==> src/rtl/scl_gen_pkg.sv <==
package scl_gen_pkg;

    typedef enum logic [1:0] {
        ST_IDLE,
        ST_HOLD,
        ST_LOW,
        ST_HIGH
    } scl_state_e;

    typedef enum logic [1:0] {
        CFG_STD_HI  = 2'd0,
        CFG_STD_LO  = 2'd1,
        CFG_FAST_HI = 2'd2,
        CFG_FAST_LO = 2'd3
    } cfg_addr_e;

    // extra reference cycles added to the programmed counts
    localparam int unsigned HI_OVERHEAD = 8;  // 1 + 4 + 3
    localparam int unsigned START_EXTRA = 3;

endpackage

==> src/rtl/scl_cfg_regs.sv <==
module scl_cfg_regs
    import scl_gen_pkg::*;
#(
    parameter int unsigned CW          = 16,
    parameter int unsigned MIN_HI      = 6,
    parameter int unsigned MIN_LO      = 8,
    parameter int unsigned RST_STD_HI  = 40,
    parameter int unsigned RST_STD_LO  = 47,
    parameter int unsigned RST_FAST_HI = 6,
    parameter int unsigned RST_FAST_LO = 13
) (
    input  logic          clk,
    input  logic          rst_n,
    input  logic          enable_i,
    input  logic          we_i,
    input  logic [1:0]    addr_i,
    input  logic [CW-1:0] wdata_i,
    input  logic          mode_fast_i,
    output logic [CW-1:0] hi_eff_o,
    output logic [CW-1:0] lo_eff_o
);

    localparam int unsigned NREG = 4;
    localparam logic [NREG*CW-1:0] RST_PACK = {
        CW'(RST_FAST_LO), CW'(RST_FAST_HI), CW'(RST_STD_LO), CW'(RST_STD_HI)
    };

    logic [CW-1:0] cnt_reg [NREG];
    logic [CW-1:0] hi_raw;
    logic [CW-1:0] lo_raw;

    for (genvar i = 0; i < NREG; i++) begin : g_reg
        always_ff @(posedge clk or negedge rst_n) begin
            if (!rst_n) begin
                cnt_reg[i] <= RST_PACK[i*CW +: CW];
            end else if (we_i && !enable_i && addr_i == 2'(i)) begin
                cnt_reg[i] <= wdata_i;
            end
        end

        AST_CFG_LOCKED: assert property (@(posedge clk) disable iff (!rst_n)
            enable_i |=> $stable(cnt_reg[i])) else $error("cfg changed while enabled");
    end

    always_comb begin
        hi_raw   = mode_fast_i ? cnt_reg[CFG_FAST_HI] : cnt_reg[CFG_STD_HI];
        lo_raw   = mode_fast_i ? cnt_reg[CFG_FAST_LO] : cnt_reg[CFG_STD_LO];
        hi_eff_o = (hi_raw < CW'(MIN_HI)) ? CW'(MIN_HI) : hi_raw;
        lo_eff_o = (lo_raw < CW'(MIN_LO)) ? CW'(MIN_LO) : lo_raw;
    end

endmodule

==> src/rtl/scl_fsm.sv <==
module scl_fsm
    import scl_gen_pkg::*;
#(
    parameter int unsigned CW      = 16,
    parameter int unsigned SDA_DLY = 2
) (
    input  logic          clk,
    input  logic          rst_n,
    input  logic          enable_i,
    input  logic          run_i,
    input  logic          scl_in_i,
    input  logic [CW-1:0] hi_eff_i,
    input  logic [CW-1:0] lo_eff_i,
    output logic          scl_pull_o,
    output logic          sda_chg_o,
    output logic          sample_o
);

    localparam int unsigned CNT_W = CW + 1;

    scl_state_e        state_q, state_n;
    logic [CNT_W-1:0]  cnt_q;
    logic [CW-1:0]     hi_q, lo_q;
    logic [CNT_W-1:0]  hold_end, low_end, high_end, high_mid;

    assign hold_end = {1'b0, hi_q} + CNT_W'(START_EXTRA - 1);
    assign low_end  = {1'b0, lo_q};
    assign high_end = {1'b0, hi_q} + CNT_W'(HI_OVERHEAD - 1);
    assign high_mid = ({1'b0, hi_q} + CNT_W'(HI_OVERHEAD)) >> 1;

    always_comb begin
        state_n = state_q;
        unique case (state_q)
            ST_IDLE: if (run_i) state_n = ST_HOLD;
            ST_HOLD: if (cnt_q == hold_end) state_n = ST_LOW;
            ST_LOW:  if (cnt_q == low_end) state_n = ST_HIGH;
            ST_HIGH: if (scl_in_i && cnt_q == high_end)
                         state_n = run_i ? ST_LOW : ST_IDLE;
        endcase
        if (!enable_i) state_n = ST_IDLE;
    end

    always_ff @(posedge clk or negedge rst_n) begin
        if (!rst_n) state_q <= ST_IDLE;
        else        state_q <= state_n;
    end

    always_ff @(posedge clk or negedge rst_n) begin
        if (!rst_n) begin
            cnt_q <= '0;
            hi_q  <= '0;
            lo_q  <= '0;
        end else begin
            if (state_q == ST_IDLE) begin
                hi_q <= hi_eff_i;
                lo_q <= lo_eff_i;
            end
            if (state_n != state_q || state_q == ST_IDLE)
                cnt_q <= '0;
            else if (state_q != ST_HIGH || scl_in_i)
                cnt_q <= cnt_q + 1'b1;
        end
    end

    always_comb begin
        scl_pull_o = (state_q == ST_LOW);
        sda_chg_o  = (state_q == ST_LOW) && (cnt_q == CNT_W'(SDA_DLY));
        sample_o   = (state_q == ST_HIGH) && scl_in_i && (cnt_q == high_mid);
    end

    AST_LOW_HELD: assert property (@(posedge clk) disable iff (!rst_n)
        state_q == ST_LOW && cnt_q != low_end && enable_i |=> state_q == ST_LOW)
        else $error("low phase cut short");
    AST_STRETCH_FREEZE: assert property (@(posedge clk) disable iff (!rst_n)
        state_q == ST_HIGH && !scl_in_i && enable_i |=> state_q == ST_HIGH && $stable(cnt_q))
        else $error("high count moved while line low");
    AST_SAMPLE_SINGLE: assert property (@(posedge clk) disable iff (!rst_n)
        sample_o |=> !sample_o) else $error("double sample strobe");
    AST_SAMPLE_RELEASED: assert property (@(posedge clk) disable iff (!rst_n)
        scl_pull_o |-> !sample_o) else $error("sample while pulled");
    AST_DISABLE_IDLE: assert property (@(posedge clk) disable iff (!rst_n)
        !enable_i |=> state_q == ST_IDLE && !scl_pull_o) else $error("not idle");

endmodule

==> src/rtl/scl_gen.sv <==
module scl_gen
    import scl_gen_pkg::*;
#(
    parameter int unsigned CW      = 16,
    parameter int unsigned MIN_HI  = 6,
    parameter int unsigned MIN_LO  = 8,
    parameter int unsigned SDA_DLY = 2
) (
    input  logic          clk,
    input  logic          rst_n,
    input  logic          enable,
    input  logic          clk_en,
    input  logic          mode_fast,
    input  logic          cfg_we,
    input  logic [1:0]    cfg_addr,
    input  logic [CW-1:0] cfg_wdata,
    input  logic          scl_sense,
    output logic          scl_pull_low,
    output logic          sda_change_stb,
    output logic          sample_stb
);

    logic [CW-1:0] hi_eff, lo_eff;

    scl_cfg_regs #(
        .CW(CW), .MIN_HI(MIN_HI), .MIN_LO(MIN_LO)
    ) u_cfg (
        .clk(clk), .rst_n(rst_n), .enable_i(enable),
        .we_i(cfg_we), .addr_i(cfg_addr), .wdata_i(cfg_wdata),
        .mode_fast_i(mode_fast), .hi_eff_o(hi_eff), .lo_eff_o(lo_eff)
    );

    scl_fsm #(
        .CW(CW), .SDA_DLY(SDA_DLY)
    ) u_fsm (
        .clk(clk), .rst_n(rst_n), .enable_i(enable), .run_i(enable && clk_en),
        .scl_in_i(scl_sense), .hi_eff_i(hi_eff), .lo_eff_i(lo_eff),
        .scl_pull_o(scl_pull_low), .sda_chg_o(sda_change_stb), .sample_o(sample_stb)
    );

endmodule

==> config.mk <==
export PLATFORM = sky130hd
export DESIGN_NAME = scl_gen
export DESIGN_NICKNAME = d
export VERILOG_FILES = /design/src/rtl/scl_gen_pkg.sv /design/src/rtl/scl_cfg_regs.sv /design/src/rtl/scl_fsm.sv /design/src/rtl/scl_gen.sv
export SDC_FILE = /design/constraint.sdc
export NUM_CORES = 1
export LEC_CHECK = 0
export BUFFER_PORTS_ARGS = -buffer_cell sky130_fd_sc_hd__buf_2
export CAP_MARGIN = 20
export CORE_AREA = 5 5 124 138
export CTS_BUF_LIST = sky130_fd_sc_hd__clkbuf_16
export CTS_CLUSTER_DIAMETER = 80
export CTS_CLUSTER_SIZE = 16
export DETAILED_ROUTE_END_ITERATION = 16
export DIE_AREA = 0 0 129 143
export GPL_TIMING_DRIVEN = 0
export SLEW_MARGIN = 20
export SYNTH_ARGS = -nofsm -noshare
export SYNTH_HDL_FRONTEND = slang
export SYNTH_SLANG_ARGS = --single-unit
==> constraint.sdc <==
create_clock -name clk -period 3.7 [get_ports clk]
set_clock_uncertainty 0.2 [all_clocks]
set_input_delay 0 -clock clk [delete_from_list [all_inputs] [get_ports clk]]
set_output_delay 0 -clock clk [all_outputs]
set_load 0.01 [all_outputs]
# Yosys cells after proc, flatten, opt, wreduce, memory -nomap -nowiden

Index checks and enable logic that the tools add are counted.

$add $sub $neg: 4
Order comparisons: 2
Eq/ne operators: 13
Mux-type cells: 13
Reduce and logical (&&, ||, !) cells: 16

Operator list:

| cell                                                                           | number |
|---|---|
| 16-bit 2-to-1 mux                                                              | 4 |
| 17-bit by 16-bit == test with 1-bit output                                     | 2 |
| 17-bit == test                                                                 | 2 |
| 17-bit 2-to-1 mux                                                              | 2 |
| 16-bit by 2-bit adder with 17-bit output (second input constant)               | 1 |
| 16-bit by 3-bit adder with 17-bit output (second input constant)               | 1 |
| 16-bit by 4-bit adder with 17-bit output (second input constant)               | 1 |
| 17-bit by 1-bit adder with 17-bit output (second input constant)               | 1 |
| 17-bit by 2-bit == test with 1-bit output (second input constant)              | 1 |
| 16-bit by 3-bit less-than comparator with 1-bit output (second input constant) | 1 |
| 16-bit by 4-bit less-than comparator with 1-bit output (second input constant) | 1 |
| 2-bit 2-to-1 mux                                                               | 6 |
| 1-bit logical AND                                                              | 10 |
| 2-bit == test (second input constant)                                          | 4 |
| 2-bit case mux with 4 select lines                                             | 1 |
| 2-bit by 1-bit == test with 1-bit output (second input constant)               | 2 |
| 2-bit zero test                                                                | 2 |
| 1-bit logical OR                                                               | 2 |
| 2-bit inequality test                                                          | 1 |
| 2-bit inequality test (second input constant)                                  | 1 |
| 2-bit nonzero test                                                             | 1 |
| 1-bit zero test                                                                | 1 |

Register bits: 115
Input port bits: 25
Output and inout port bits: 3
Word-level logic and storage cells: 56

# Logic depth before layout (Yosys ltp)

Gate-level depths: netlist of run 1.

Depth in word-level cells: 9
Gate-level depth with buffers: 12
Gate-level depth less buffers: 9

# By module

From an unflattened synthesis of run 1, not the netlist that was laid out.

Cell total of the unflattened synthesis: 649
Area, all modules: 7066.8 µm²

By module, submodules not included:

| module       | times used | cells an instance | area an instance (µm²) |
|---|---|---|---|
| scl_fsm      | 1          | 443               | 4052.6 |
| scl_cfg_regs | 1          | 205               | 3007.9 |
| scl_gen      | 1          | 1                 | 6.3 |

# Least setup slack after synthesis of run 1

Ideal clock, no wire load.

Kind: register to register
From: register u_fsm.hi_q[1]
To: register u_fsm.cnt_q[10]
Library setup time: 0.122 ns
Arrival time: 2.607 ns
Required time: 3.378 ns
Path slack: 0.771 ns
Cell stages (with the launch flop): 13
Buffers on the path: 3
Clock period less this slack: 2.929 ns
Cells stage by stage: dfrtp_1 > clkbuf_1 > inv_1 > ha_1 > a21boi_1 > nand2b_1 > or4_1 > xnor2_1 > nand4_1 > a211o_1 > buf_6 > buf_6 > a32o_1

Cells in the longest elaborated chain, start to end: 9
Elaborated cells on any way between the ends: 13
Classes of those cells: add/sub: 2; eq/ne: 3; mux: 5; reduce/logical: 3

Ends and longest elaborated chain:

| element                                                        | RTL line      | source |
|---|---|---|
| start, declared                                                | scl_fsm.sv:23 | `logic [CW-1:0] hi_q, lo_q;` |
| start signal, assigned                                         | scl_fsm.sv:55 | `hi_q <= hi_eff_i;` |
| 16-bit by 3-bit adder with 17-bit output                       | scl_fsm.sv:28 | `assign high_end = {1'b0, hi_q} + CNT_W'(HI_OVERHEAD - 1);` |
| 17-bit == test                                                 | scl_fsm.sv:37 | `ST_HIGH: if (scl_in_i && cnt_q == high_end)` |
| 1-bit logical AND                                              | scl_fsm.sv:37 |  |
| 2-bit 2-to-1 mux                                               | scl_fsm.sv:37 |  |
| 2-bit case mux with 4 select lines *                           | scl_fsm.sv:33 | `unique case (state_q)` |
| 2-bit 2-to-1 mux *                                             | scl_fsm.sv:40 | `if (!enable_i) state_n = ST_IDLE;` |
| 2-bit inequality test *                                        | scl_fsm.sv:58 | `if (state_n != state_q \|\| state_q == ST_IDLE)` |
| 1-bit logical OR *                                             | scl_fsm.sv:58 |  |
| 17-bit 2-to-1 mux / 2-bit nonzero test (equally long branches) | n/a           |  |
| end signal, assigned                                           | scl_fsm.sv:61 | `cnt_q <= cnt_q + 1'b1;` |
| end, declared                                                  | scl_fsm.sv:22 | `logic [CNT_W-1:0] cnt_q;` |

Mark *: on every way between the ends. The rest lies on a longest branch, timed or not.
A chain may end at the register's enable or synchronous reset.

# Worst setup path after layout of run 1

From: register u_fsm.hi_q[4]
To: register u_fsm.state_q[1]

Cells in the longest elaborated chain, start to end: 6
Elaborated cells on any way between the ends: 9
Classes of those cells: add/sub: 2; eq/ne: 2; mux: 4; reduce/logical: 1

Ends and longest elaborated chain:

| element                                  | RTL line      | source |
|---|---|---|
| 16-bit by 3-bit adder with 17-bit output | scl_fsm.sv:28 |  |
| 17-bit == test                           | scl_fsm.sv:37 |  |
| 1-bit logical AND                        | scl_fsm.sv:37 |  |
| 2-bit 2-to-1 mux                         | scl_fsm.sv:37 |  |
| 2-bit case mux with 4 select lines *     | scl_fsm.sv:33 |  |
| 2-bit 2-to-1 mux *                       | scl_fsm.sv:40 |  |
| named net u_fsm.state_n[1]               | scl_fsm.sv:21 | `scl_state_e state_q, state_n;` |
| end signal, assigned                     | scl_fsm.sv:45 | `else state_q <= state_n;` |
| end, declared                            | scl_fsm.sv:21 |  |

The timed path passes the listed nets; every way through them passes the cells marked *.

==> metrics.csv, run 1 <==
stage;metric;value;unit
power_and_ir_drop;Power Internal;0.00302;W
clock_tree;clk root buf;clkbuf_16;
logic_synthesis;post-synthesis sequential area ratio;42.2;%
critical_path;flop-to-flop setup slack;0.26;ns
sta;RSZ-0062 raised after global routing;no;
placement;Placer Congestion;0.915;
final_layout;Largest register FFs;64;
power_and_ir_drop;Comb pwr share;23.1;%
power_and_ir_drop;Max VDD drop;371;uV
clock_tree;CTS tree;built;
min_path;HP Start;mode_fast;
critical_path;startpoint types;flop;
sta;max-slew violations;0;
route;post-route ant nets;0;
floorplan;die footprint;0.0184;sq mm
power_and_ir_drop;Power Total;0.00432;W
logic_synthesis;Synth top area share;37.6;%
clock_tree;clk sinks;115;
logic_synthesis;synthesized area;0.00686;sq mm
critical_path;Critical R2R Launch;u_fsm.hi_q[4]$_DFFE_PN0N_;
route;Post-route DRC;0;
grt;largest net degree at the start of global routing;64;
critical_path;required time worst endpoint;3.80;ns
logic_synthesis;count of flip-flops with a built-in enable after synthesis;0;
logic_synthesis;Cell variety after synth;56;
critical_path;crit path max fanout;8;
final_layout;ratio of cells with drive above 1 in the final layout;21.4;%
clock_tree;Inserted Clock Buffers;17;
min_path;sink of the worst hold path;u_fsm.lo_q[1]$_DFFE_PN0N_;
logic_synthesis;Seq cells post-synth;115;
power_and_ir_drop;Sw Ratio;30.1;%
route;WL/cell;19.1;um
sta;fmax;291;MHz
logic_synthesis;biggest area consumer among synthesized cells;dfrtp_1;
route;vias per cell;5.60;
power_and_ir_drop;PD cells;531;mW/mm^2
clock_tree;Reg clk slew, reported paths;0.06;ns
power_and_ir_drop;Reg power frac;39.8;%
clock_tree;Post CTS Setup Buffer Count;0;
logic_synthesis;Mapped Cells;667;
logic_synthesis;syn nets;700;
sta;Worst-Margin Slew;1.10;ns
floorplan;Die Span Y;143;um
sta;Final Hold Violating Endpoints;0;
sta;crit share post-route;93.0;%
power_and_ir_drop;Clk pwr share;37.1;%
floorplan;total core area;0.0155;sq mm
logic_synthesis;largest cells by area after synthesis;dfrtp_1 38%, mux2_2 11%, xnor2_1 6.9%;
clock_tree;Max clock buf depth;2;
critical_path;WS Path Type;flop to flop;
critical_path;R2R depth;9;
route;detailed-route via count;5331;
grt;vias in the first global route;5488;
sta;Setup-failing EPs final;0;
clock_tree;H-tree levels;4;
placement;port bufs;27;
critical_path;critical path capture point type;flop;
floorplan;Die W;129;um
floorplan;I/O pins;28;
grt;initial antenna violation count;0;
final_layout;synthesis-to-finish area growth;18.7;%
min_path;WHS Path Cells;4;
sta;TNS Setup;0;ns
critical_path;worst reg2reg path endpoint;u_fsm.state_q[1]$_DFF_PN0_;
grt;all-layer global routing usage;20.6;%
run_status;outcome;finished clean;
sta;Max transition margin;26.7;%
critical_path;crit path DAT;3.54;ns
final_layout;antenna cells;0;
logic_synthesis;Async SR Flop Fraction;100;%
route;DRT Pass-1 Iters;4;
logic_synthesis;YS warnings;0;
route;1st-iter DRT viols;377;
route;DRT Wirelength;18.2;mm
placement;hpwl dp;13.5;mm
grt;GRT overflow;0;
logic_synthesis;synthesized area per cell;10.3;sq um
floorplan;FP Rows;48;
power_and_ir_drop;LEAKAGE;3.38;nW
final_layout;# fillers;1372;
floorplan;Initial Utilization;44.3;%
job;Max-Cap Viols;0;
power_and_ir_drop;Net Sw Power;0.00130;W
final_layout;fin nets;772;
sta;minimum clock period;3.44;ns
grt;global-route wire length before repair;29.2;mm
logic_synthesis;Synth Flop Type;dfrtp_1;
clock_tree;Clk Latency, worst-skew pair;0.42;ns
min_path;worst min path class;input pin to flop;
sta;WHS;0.0980;ns
## routing by layer
metal | vias to the layer above | wire (um) | GRT usage [%]
met5 | - | 0 | 0
met4 | 0 | 461 | 8.46
met3 | 33 | 844 | 4.26
met2 | 153 | 9070 | 34.7
met1 | 2613 | 7810 | 25.7
li1 | 2532 | - | -
## cell families after synthesis
group	after synthesis	share of synthesized area, %
adders and majority gates	8	1.46
muxes	95	15.0
AOI/OAI and AO/OA	80	8.02
buffers and inverters	59	4.07
and+or+nand+nor	219	17.5
xor gates and xnor gates	91	11.7
DFF	115	42.2
## per-stage QoR
step                instances  utilization [%]  area [sq um]  setup WS [ns]
CTS                       953             52.5          8140          0.132
finish                    952             52.6          8150          0.260
detailed placement        895             47.0          7280          0.253
global route              952             52.6          8150         0.0658
global placement          894             46.8          7250          0.329
floorplan                 667                -          6860          0.771
## cell usage in the layout (no fill, tap or decap), types with 6 or more instances in the layout
master,n
nor4_1,18
or4_1,6
nand2_1,61
nor2b_1,23
xnor2_1,54
inv_1,13
dfrtp_1,103
mux2i_1,30
dlygate4sd3_1,25
clkbuf_1,28
a32o_1,17
ha_1,8
buf_2,36
xor2_1,36
mux2_2,65
nor2_1,22
clkbuf_16,17
o21ai_0,32
nand4_1,16
nor3_1,24
buf_4,6
dfstp_2,12
nand3_1,17
a21oi_1,8
## area by class of cell
| cell class | instances | area, sq um | share of cell area, % |
|---|---|---|---|
| multi-input combinational | 493 | 3700 | 45.5 |
| sequential | 115 | 2890 | 35.5 |
| timing repair buffer | 54 | 447 | 5.48 |
| clock buffer | 17 | 425 | 5.22 |
| tap | 200 | 250 | 3.07 |
| buffer | 48 | 238 | 2.92 |
| clock inverter | 15 | 150 | 1.84 |
| inverter | 10 | 37.5 | 0.461 |
## synth_stat cells (16+ instances only)
library cell	instances
mux2i_1	30
nor3_1	24
nor2_1	22
nand3_1	18
xnor2_1	54
nand2_1	61
clkbuf_1	29
a32o_1	17
o21ai_0	32
xor2_1	36
nor2b_1	23
nand4_1	16
nor4_1	18
mux2_2	65
dfrtp_1	103
## critical path, cell delays in order, from the launching register on
cell           delay (ns)
dfrtp_1              0.57
ha_1                 0.37
nand3_2              0.23
nor4_4               0.42
xor2_1               0.10
o21ai_0              0.29
nand4_1              0.20
nor4_1               0.30
nor3b_1              0.08
dlygate4sd3_1        0.56
## power by group through the flow
| stage | Sequential, W | Clock, W | Combinational, W |
|---|---|---|---|
| 6_report | 0.00172 | 0.00160 | 0.00100 |
| 3_3_place_gp | 0.00172 | 0 | 0.000939 |
| 3_5_place_dp | 0.00173 | 0 | 0.000971 |
| 2_1_floorplan | 0.00167 | 0 | 0.000732 |
| 4_1_cts | 0.00171 | 0.00163 | 0.00100 |
| 5_1_grt | 0.00175 | 0.00169 | 0.00110 |
## timing repair
item	4_1_cts	5_1_grt
endpoints found under the hold margin	176	0
gates resized for setup	0	2
endpoints found under the setup margin	0	1
hold buffers	26	0
## worst max path at each step
| stage | startpoint | end | slack, ns | cells after the start |
|---|---|---|---|---|
| after floorplan | u_fsm.hi_q[1]$_DFFE_PN0N_ | u_fsm.cnt_q[10]$_DFFE_PN0P_ | 0.77 | 12 |
| after global placement | u_fsm.hi_q[4]$_DFFE_PN0N_ | u_fsm.cnt_q[12]$_DFFE_PN0P_ | 0.33 | 10 |
| final | u_fsm.hi_q[4]$_DFFE_PN0N_ | u_fsm.state_q[1]$_DFF_PN0_ | 0.26 | 9 |
| after detailed placement | u_fsm.hi_q[4]$_DFFE_PN0N_ | u_fsm.cnt_q[12]$_DFFE_PN0P_ | 0.25 | 10 |
| after CTS | u_fsm.hi_q[4]$_DFFE_PN0N_ | u_fsm.state_q[1]$_DFF_PN0_ | 0.13 | 9 |
| after global routing | u_fsm.hi_q[4]$_DFFE_PN0N_ | u_fsm.state_q[1]$_DFF_PN0_ | 0.07 | 9 |
Power figures use the tool's default switching activity.
==> run 2, diff against run 1 <==
CORE_AREA = 5 5 108 121   (was 5 5 124 138)
DIE_AREA = 0 0 113 126   (was 0 0 129 143)
PLACE_DENSITY = 0.74   (was unset)
clock period = 4 ns   (was 3.7 ns; I/O delays follow)
==> metrics.csv, run 2 (synthesis results as in run 1) <==
stage;metric;value;unit;change
sta;Max transition margin;42.0;%;was 26.7%
final_layout;fin nets;772;;unchanged
clock_tree;post-CTS sizing;0;;unchanged
grt;all-layer global routing usage;26.0;%;was 20.6%
final_layout;ratio of cells with drive above 1 in the final layout;22.2;%;was 21.4%
power_and_ir_drop;Net Sw Power;0.00123;W;was 0.00130 W
power_and_ir_drop;Comb pwr share;23.3;%;was 23.1%
critical_path;crit path DAT;3.79;ns;was 3.54 ns
power_and_ir_drop;Power Internal;0.00275;W;was 0.00302 W
grt;vias in the first global route;5511;;was 5488
grt;GR Layer Usage met1;32.9;%;was 25.7%
route;WL/cell;19.8;um;was 19.1 um
sta;max-slew violations;0;;unchanged
sta;Worst-Margin Slew;0.870;ns;was 1.10 ns
sta;RSZ-0062 raised after global routing;no;;unchanged
power_and_ir_drop;Reg power frac;39.8;%;about the same
power_and_ir_drop;Clk pwr share;36.9;%;was 37.1%
run_status;outcome;finished clean;;unchanged
power_and_ir_drop;LEAKAGE;3.35;nW;was 3.38 nW
power_and_ir_drop;Sw Ratio;31.0;%;was 30.1%
placement;Placed Cells;849;;was 895
critical_path;CP bufs+invs;1;;unchanged
min_path;worst min path class;input pin to flop;;unchanged
grt;busiest metal layer after global routing;met2;;unchanged
power_and_ir_drop;PD cells;494;mW/mm^2;was 531 mW/mm^2
route;DRT Wirelength;17.9;mm;was 18.2 mm
final_layout;antenna cells;0;;unchanged
critical_path;crit path max fanout;9;;was 8
route;DRT Pass-1 Iters;5;;was 4
floorplan;Die Span Y;126;um;was 143 um
final_layout;final core occ;68.9;%;was 52.6%
grt;global-route wire length before repair;29.1;mm;was 29.2 mm
sta;TNS Setup;0;ns;unchanged
floorplan;I/O pins;28;;unchanged
sta;Setup-failing EPs final;0;;unchanged
job;Max-Cap Viols;0;;unchanged
floorplan;total core area;0.0117;sq mm;was 0.0155 sq mm
power_and_ir_drop;Power Total;0.00399;W;was 0.00432 W
grt;initial antenna violation count;0;;unchanged
grt;met2 Usage GRT;43.9;%;was 34.7%
clock_tree;Reg clk slew, reported paths;0.06;ns;about the same
critical_path;Largest stage delay, worst path;0.61;ns;was 0.57 ns
placement;Placer Congestion;0.982;;was 0.915
critical_path;required time worst endpoint;4.09;ns;was 3.80 ns
clock_tree;CTS tree;built;;unchanged
floorplan;Die W;113;um;was 129 um
sta;crit share post-route;92.5;%;was 93.0%
final_layout;most frequent cells in the layout;103 x dfrtp_1, 65 x mux2_2, 61 x nand2_1, 54 x xnor2_1;;unchanged
sta;Final Hold Violating Endpoints;0;;unchanged
critical_path;startpoint types;flop;;unchanged
clock_tree;clk sinks;115;;unchanged
clock_tree;Clk Latency, worst-skew pair;0.41;ns;was 0.42 ns
grt;GRT overflow;0;;unchanged
final_layout;Non-Filler Instances;906;;was 952
placement;hpwl dp;13.1;mm;was 13.5 mm
floorplan;die footprint;0.0142;sq mm;was 0.0184 sq mm
floorplan;Initial Utilization;58.6;%;was 44.3%
sta;fmax;270;MHz;was 291 MHz
clock_tree;Inserted Clock Buffers;17;;unchanged
clock_tree;H-tree levels;4;;unchanged
grt;largest net degree at the start of global routing;68;;was 64
clock_tree;clk root buf;clkbuf_16;;unchanged
final_layout;Largest register FFs;64;;unchanged
critical_path;critical path's slowest cell;nor4_2;;was dfrtp_1
route;vias per cell;6.04;;was 5.60
sta;minimum clock period;3.70;ns;was 3.44 ns
placement;port bufs;27;;unchanged
critical_path;critical path capture point type;flop;;unchanged
final_layout;commonest non-fill, non-tap cell in the layout;dfrtp_1;;unchanged
clock_tree;hold buffers post-CTS;25;;was 26
critical_path;WS Path Type;flop to flop;;unchanged
clock_tree;Max clock buf depth;2;;unchanged
floorplan;FP Rows;42;;was 48
route;post-route ant nets;0;;unchanged
critical_path;crit-path cells;ha_1 > nand3_1 > nor4_2 > nand2_1 > xnor2_1 > nor2_1 > nand4_1 > nor4bb_1 > dlygate4sd3_1;;was ha_1 > nand3_2 > nor4_4 > xor2_1 > o21ai_0 > nand4_1 > nor4_1 > nor3b_1 > dlygate4sd3_1
final_layout;synthesis-to-finish area growth;17.6;%;was 18.7%
route;Post-route DRC;0;;unchanged
route;detailed-route via count;5470;;was 5331
grt;met3 usage;4.56;%;was 4.26%
clock_tree;Post CTS Setup Buffer Count;0;;unchanged
route;1st-iter DRT viols;403;;was 377
critical_path;critical path's top delay family;simple AND/OR/NAND/NOR gates;;unchanged
power_and_ir_drop;Max VDD drop;333;uV;was 371 uV
-- run 2: layout make-up --
cell class / count / area, sq um
Buffer: 49 / 241
Tap cell: 154 / 193
Clock inverter: 15 / 155
Sequential cell: 115 / 2890
Timing Repair Buffer: 53 / 429
Clock buffer: 17 / 425
Fill cell: 904 / 3650
Multi-Input combinational cell: 493 / 3700
Inverter: 10 / 37.5
-- run 2: metal layers --
layer  wire [um]  share of wire, %
met1        7380                41
met5           0                 0
met2        9000                50
met3         980               5.5
met4         569               3.2
-- run 2: final timing paths --
path | from | end | slack [ns] | depth (start not counted)
worst max-delay path | u_fsm.hi_q[4]$_DFFE_PN0N_ | u_fsm.state_q[0]$_DFF_PN0_ | 0.30 | 9
worst min-delay path | mode_fast | u_fsm.lo_q[1]$_DFFE_PN0N_ | 0.13 | 5
worst max register to register | u_fsm.hi_q[4]$_DFFE_PN0N_ | u_fsm.state_q[0]$_DFF_PN0_ | 0.30 | 9
worst min register to register | u_fsm.lo_q[14]$_DFFE_PN0N_ | u_fsm.lo_q[14]$_DFFE_PN0N_ | 0.30 | 2
max in group asynchronous | rst_n | u_cfg.cnt_reg[54]$_DFFE_PN0P_ | 2.70 | 4
min in group asynchronous | rst_n | u_cfg.cnt_reg[32]$_DFFE_PN1P_ | 0.54 | 3
-- run 2: per-stage QoR --
stage,setup WS [ns],instance area [sq um],hold slack [ns]
global route,0.142,8070,0.142
floorplan,1.07,6860,-0.496
detailed placement,0.552,7220,-0.237
finish,0.302,8070,0.127
global placement,0.614,7190,0.0705
CTS,0.312,8070,0.116
-- run 2: power by group through the flow --
stage	Sequential, W	Combinational, W	Clock, W
6_report	0.00159	0.000927	0.00147
5_1_grt	0.00161	0.00102	0.00155
4_1_cts	0.00158	0.000924	0.00149
3_5_place_dp	0.00160	0.000894	0
3_3_place_gp	0.00159	0.000865	0
2_1_floorplan	0.00154	0.000677	0
-- run 2: worst min-delay path, delay by kind of cell --
kind,cells,cell delay (ns)
buffers and inverters,1,0.12
AND/OR/NAND/NOR,1,0.06
AO/OA/AOI/OAI,3,0.51
